$ cat src/rtl/vshr_pkg.sv
package vshr_pkg;

    typedef enum logic [1:0] {
        SZ_BYTE = 2'd0,
        SZ_HALF = 2'd1,
        SZ_WORD = 2'd2,
        SZ_BAD  = 2'd3
    } size_e;

    localparam int AMT_W = 64;

    typedef struct packed {
        logic done;
        logic illegal;
    } ctl_t;

    function automatic int elem_bits(input size_e s);
        return 8 << int'(s);
    endfunction

endpackage

$ cat src/rtl/vshr_lane.sv
module vshr_lane #(
    parameter int EW = 8
) (
    input  logic [EW-1:0]                 elem,
    input  logic [vshr_pkg::AMT_W-1:0]    amt,
    input  logic                          act,
    output logic [EW-1:0]                 res
);
    localparam int SHW = $clog2(EW);

    logic          sat;
    logic [EW-1:0] shifted;

    always_comb begin
        sat     = (amt >= vshr_pkg::AMT_W'(EW));
        shifted = sat ? '0 : (elem >> amt[SHW-1:0]);
        res     = act ? shifted : elem;
    end
endmodule

$ cat src/rtl/vshr_plane.sv
module vshr_plane #(
    parameter int VLEN = 256,
    parameter int EW   = 8
) (
    input  logic [VLEN-1:0]    src_a,
    input  logic [VLEN-1:0]    src_b,
    input  logic [VLEN/EW-1:0] act,
    output logic [VLEN-1:0]    res
);
    localparam int NE = VLEN / EW;

    for (genvar e = 0; e < NE; e++) begin : g_lane
        localparam int CHUNK = (e * EW) / vshr_pkg::AMT_W;
        vshr_lane #(.EW(EW)) u_lane (
            .elem (src_a[e*EW +: EW]),
            .amt  (src_b[CHUNK*vshr_pkg::AMT_W +: vshr_pkg::AMT_W]),
            .act  (act[e]),
            .res  (res[e*EW +: EW])
        );
    end
endmodule

$ cat src/rtl/vshr_wide.sv
module vshr_wide #(
    parameter int VLEN = 256
) (
    input  logic              clk,
    input  logic              rst,
    input  logic              in_valid,
    input  logic [1:0]        size_code,
    input  logic [VLEN-1:0]   src_a,
    input  logic [VLEN-1:0]   src_b,
    input  logic [VLEN/8-1:0] pred,
    output logic              done,
    output logic [VLEN-1:0]   result,
    output logic              illegal
);
    import vshr_pkg::*;

    localparam int NB = VLEN / 8;
    localparam int NH = VLEN / 16;
    localparam int NW = VLEN / 32;

    initial begin
        if (VLEN % AMT_W != 0 || VLEN < AMT_W)
            $error("VLEN must be a positive multiple of 64");
    end

    logic [NB-1:0]   act_b;
    logic [NH-1:0]   act_h;
    logic [NW-1:0]   act_w;
    logic [VLEN-1:0] res_b, res_h, res_w, res_sel;
    size_e           sz;
    ctl_t            ctl_d, ctl_q;
    logic [VLEN-1:0] res_q;

    // Activity bit of each element is the predicate bit of its lowest byte
    for (genvar e = 0; e < NB; e++) begin : g_act_b
        assign act_b[e] = pred[e];
    end
    for (genvar e = 0; e < NH; e++) begin : g_act_h
        assign act_h[e] = pred[e*2];
    end
    for (genvar e = 0; e < NW; e++) begin : g_act_w
        assign act_w[e] = pred[e*4];
    end

    vshr_plane #(.VLEN(VLEN), .EW(8))  u_plane_b (
        .src_a(src_a), .src_b(src_b), .act(act_b), .res(res_b));
    vshr_plane #(.VLEN(VLEN), .EW(16)) u_plane_h (
        .src_a(src_a), .src_b(src_b), .act(act_h), .res(res_h));
    vshr_plane #(.VLEN(VLEN), .EW(32)) u_plane_w (
        .src_a(src_a), .src_b(src_b), .act(act_w), .res(res_w));

    always_comb begin
        sz = size_e'(size_code);
        unique case (sz)
            SZ_BYTE: res_sel = res_b;
            SZ_HALF: res_sel = res_h;
            SZ_WORD: res_sel = res_w;
            default: res_sel = src_a;
        endcase
        ctl_d.done    = in_valid;
        ctl_d.illegal = (sz == SZ_BAD);
    end

    always_ff @(posedge clk) begin
        if (rst) begin
            ctl_q <= '0;
            res_q <= '0;
        end else begin
            ctl_q.done <= ctl_d.done;
            if (in_valid) begin
                ctl_q.illegal <= ctl_d.illegal;
                res_q         <= res_sel;
            end
        end
    end

    assign done    = ctl_q.done;
    assign illegal = ctl_q.illegal;
    assign result  = res_q;
endmodule

$ cat config.mk
export PLATFORM = sky130hd
export DESIGN_NAME = vshr_wide
export DESIGN_NICKNAME = d
export VERILOG_FILES = /design/src/rtl/vshr_pkg.sv /design/src/rtl/vshr_lane.sv /design/src/rtl/vshr_plane.sv /design/src/rtl/vshr_wide.sv
export SDC_FILE = /design/constraint.sdc
export NUM_CORES = 2
export LEC_CHECK = 0
export ABC_CLOCK_PERIOD_IN_PS = 2590
export BUFFER_PORTS_ARGS = -buffer_cell sky130_fd_sc_hd__buf_2
export CAP_MARGIN = 25
export CORE_AREA = 2 2 313 315
export CTS_BUF_LIST = sky130_fd_sc_hd__clkbuf_8
export CTS_CLUSTER_DIAMETER = 50
export DETAILED_ROUTE_END_ITERATION = 10
export DIE_AREA = 0 0 315 317
export HOLD_SLACK_MARGIN = 0.1
export SYNTH_ARGS = -nofsm -noshare
export SYNTH_HDL_FRONTEND = slang
export SYNTH_SLANG_ARGS = --single-unit
$ cat constraint.sdc
create_clock -name clk -period 2.59 [get_ports clk]
set_input_delay 0.6475 -clock clk [delete_from_list [all_inputs] [get_ports clk]]
set_output_delay 0.6475 -clock clk [all_outputs]
set_load 0.03 [all_outputs]
Word level (Yosys, flattened, before mapping)
Index checks and enable logic that the tools add are counted.

word-level totals
  register bits = 258
  input port bits = 549
  output and inout port bits = 258

operators by class
  magnitude comparators = 12
  equality and inequality tests = 3
  shift-type cells = 56
  multiplexer cells = 113
  reductions and logical operators = 1

operator list
  operator                                                                               number
  256-bit one-hot mux with 3 select lines                                                1
  16-bit 2-to-1 mux                                                                      32
  32-bit 2-to-1 mux                                                                      16
  8-bit 2-to-1 mux                                                                       64
  64-bit by 4-bit greater-or-equal comparator with 1-bit output (second input constant)  4
  64-bit by 5-bit greater-or-equal comparator with 1-bit output (second input constant)  4
  64-bit by 6-bit greater-or-equal comparator with 1-bit output (second input constant)  4
  16-bit by 4-bit right shift with 16-bit output                                         16
  32-bit by 5-bit right shift with 32-bit output                                         8
  8-bit by 3-bit right shift with 8-bit output                                           32
  2-bit == test (second input constant)                                                  2
  2-bit by 1-bit == test with 1-bit output (second input constant)                       1
  2-bit zero test                                                                        1

Longest topological paths before layout
  depth in word-level cells = 4
  gate-level depth with buffers = 12
  mapped depth without buffers = 8

Hierarchy
From an unflattened synthesis, not the netlist that was laid out.

second synthesis, totals
  cells, all modules = 8,364
  area total of the unflattened synthesis = 71,725.0 um^2

by module, submodules not included
  module                                       times used  cells each  area an instance (um^2)
  vshr_lane at u_plane_w.g_lane[0].u_lane ...  8           341         2,780.2
  vshr_wide                                    1           1,460       17,272.8
  vshr_lane at u_plane_h.g_lane[0].u_lane ...  16          135         1,072.3
  vshr_lane at u_plane_b.g_lane[0].u_lane ...  32          63          470.5

Worst setup path after synthesis
No wires, ideal clock.

  kind = input-to-reg
  from = in src_b[65]
  to = reg res_q[87], in the netlist result[87]
  data arrival time = 2.620 ns
  required time = 2.466 ns
  setup slack = -0.154 ns
  stages = 10
  cells stage by stage = buf_2 > buf_2 > buf_4 > mux4_2 > mux2i_1 > nor2_1 > a31oi_1 > o22ai_1 > o31ai_1 > a21oi_1

between the ends
  cells in the longest elaborated chain, start to end = 4
  elaborated cells on any way between the ends = 13

ends and longest elaborated chain
  element                                                                                      line             source
  start: declaration                                                                           vshr_wide.sv:9   input logic [VLEN-1:0] src_b,
  64-bit by 6-bit greater-or-equal comparator with 1-bit output, or another cell as far along  vshr_lane.sv:15  sat = (amt >= vshr_pkg::AMT_W'(EW));
  32-bit 2-to-1 mux, or another cell as far along                                              vshr_lane.sv:16  shifted = sat ? '0 : (elem >> amt[SHW-1:0]);
  32-bit 2-to-1 mux, or another cell as far along                                              vshr_lane.sv:17  res = act ? shifted : elem;
  256-bit one-hot mux with 3 select lines *                                                    vshr_wide.sv:54  unique case (sz)
  end signal: assignment                                                                       vshr_wide.sv:72  res_q <= res_sel;
  end: declaration                                                                             vshr_wide.sv:32  logic [VLEN-1:0] res_q;

Mark *: on every way between the ends. The rest lies on a longest branch, timed or not.
A chain may end at the register's enable or synchronous reset.

Worst setup path in the final report
  from = in src_b[194]
  to = reg res_q[196], in the netlist result[196]

Same word-level chain as after synthesis.

==> results.cfg <==
[critical_path]
regToRegStartpoint = result[197]
critPathTopFamily = multiplexers
arrival_ns = 3.13
end_kind = flip-flop
cpPeakStageDelay_ns = 0.50
cp.buffers_inverters = 3
worst-r2r-setup-slack_ns = 1.31
r2r_end = result[197]
reg2regPathDepth = 4
crit_chain = buf_2, buf_12, mux4_2, mux2i_1, o22ai_1, nor2b_1, nor4_1, buf_4, a21oi_1
cp-start-kind = primary input
critPathMaxFanout = 11
cp_slowest_cell = mux4_2
crit_type = in -> reg
worstPathRequired_ns = 3.22

[timing]
finalHoldViolCount = 0
finalSetupTns_ns = 0
period_share = 0.968
min_period_ns = 2.51
tightest_slew_ns = 0.953
clock_skew_ns = 0
worst_hold_slack_ns = 0.208
fmaxAchievable_mhz = 399
slew_viol_final = 0
slew_headroom = 0.362
setup_viol = 0

[routing]
vias = 47700
routed_wl_mm = 221
drc = 0
drt-initial-drc-count = 6061
dr.pass1.iters = 7
vias_per_cell = 6.40
wl_per_cell_um = 29.7
ant_nets = 0

[grt]
antenna_found_initial = 26
grt_pass1_wl_mm = 313
grt_max_degree = 90
grt_overflow = 0
grt_pass1_vias = 44900
gr-usage-all-layers = 0.423

[synth]
synth_flop_cell = dfxtp_1
seq_area_frac_synth = 0.159
synth.area.top_cells = dfxtp_1 16%, mux4_2 13%, mux2i_1 7.2%
synth_top_area_cell = dfxtp_1
synth_top_area_share = 0.159
synth_area_um2 = 32400
yosysMostFrequentCell = nand2_1
async_flop_share = 0
syn_avg_cell_area_um2 = 7.43
synth_nets = 4910
synth_edf_count = 0
netlist_instances = 4361
ys_seq_elements = 258
synth_common_cells = 523 x nand2_1, 413 x nor2_1, 378 x o21ai_0
ys_types = 93
yosys_warnings = 0

[floorplanning]
dieArea_um2 = 99900
die_h_um = 317
core_area_um2 = 96300
pin_count = 807
initial_core_util = 0.337
die_w_um = 315
rows = 114

[hold_path]
hold_start = src_a[65]
hold_depth = 3
hold_end = result[65]
hold_class = in -> reg

[final_layout]
drive_gt1_frac = 0.418
fin_util = 0.506
fin_nets = 6650
area_growth_pct = 50.2

[clock_tree]
cts_setup_buffers = 0
h-tree-depth = 3
cts_buffer_depth = 3
clock-sinks = 258
cts_buffers = 71
clk_pin_slew_worst_paths_ns = 0.05
holdBufCountCts = 0
clkLatencyLatePin_ns = 0.75
root_buffer = clkbuf_8
cts_tree = yes

[placed_design]
hpwl_mm = 175
io_buffers = 806
place_congestion = 1.04

[power_and_ir_drop]
power_mw = 19.9
leakage_nw = 21.5
peakVddDrop_uv = 355
p_per_area_nw_per_um2 = 408

[outcome]
status = finished clean

[job]
maxCapViolations = 0
-- worst reg2reg max path: stages, from the launching register on --
cell	delay (ns)
dfxtp_1	0.39
a21o_1	0.19
a31oi_1	0.18
o21ai_0	0.11
o31a_1	0.30
-- cell type report --
| type | instances | area [um^2] |
|---|---|---|
| antenna | 15 | 37.5 |
| clock buffer | 84 | 1160 |
| clock inverter | 43 | 472 |
| fill | 9767 | 47600 |
| inverter | 79 | 302 |
| multi-input combinational | 3593 | 25300 |
| sequential | 258 | 5160 |
| tap | 1276 | 1600 |
| timing repair buffer | 2098 | 14700 |
-- per-layer routing --
metal  wire, um  global-route usage  vias up
met1      88100               0.558    23000
met4      12400               0.204       18
met5        194                   0        -
li1           -                   -    20500
met3      26000               0.111      706
met2      94600               0.640     3475
-- stage by stage --
stage / worst slack [ns] / cell area (um^2) / instances
floorplan: -0.0326 / 32600 / 4361
global placement: -0.740 / 47000 / 7303
detailed placement: -0.755 / 47000 / 7303
CTS: 0.0410 / 48600 / 7430
global route: -0.0209 / 48700 / 7439
finish: 0.0835 / 48700 / 7446
-- logic make-up after synthesis --
logic type      after synthesis  share of synthesized area
simple gates               1540                      0.225
compound gates             1560                      0.323
buf+inv                     510                     0.0664
mux                         493                      0.227
flops                       258                      0.159
-- state kept, by name (all words and copies together) (netlist names) --
register and count:
result 256, illegal 1, done 1
-- power by group --
group          switching (mW)  internal [mW]
clock network            2.78           3.80
logic                    5.12           3.68
registers               0.252           4.23
-- how the worst max path moves through the flow --
stage | from | end | slack (ns) | depth (start not counted)
final | src_b[194] | result[196] | 0.08 | 9
after floorplan | src_b[65] | result[87] | -0.03 | 10
after CTS | src_b[55] | result[10] | 0.04 | 12
after global placement | src_b[55] | result[11] | -0.74 | 12
after global routing | src_b[54] | result[10] | -0.02 | 12
after detailed placement | src_b[55] | result[11] | -0.75 | 12
-- timing repair --
item | 4_1_cts | 5_1_grt
resized for setup | 0 | 11
endpoints found under the hold margin | 0 | 0
endpoints found under the setup margin | 0 | 11
-- cell usage in the layout, fill, tap and decap left out, types with 18 or more instances in the layout --
cell type,instances
buf_4,1225
dfxtp_1,258
o32ai_1,30
o31ai_1,43
buf_12,72
a311oi_1,33
nor2b_1,49
nand2b_1,18
a222oi_1,18
clkbuf_8,85
nand2_1,520
inv_1,78
and2_1,46
a21oi_1,297
a22o_1,19
or3_1,35
buf_2,797
a32oi_1,31
a21o_1,46
nand4_1,34
mux2i_1,233
a221oi_1,53
nor4_1,61
o221ai_1,23
a31oi_1,58
mux4_2,185
a22oi_1,34
a211oi_1,119
o22ai_1,90
nor3_1,118
o21a_1,21
o211ai_1,54
and3_1,37
a2111oi_0,23
nor2_1,409
mux2_2,75
o21ai_0,378
nand3_1,110
(Power assumes the default switching activity.)
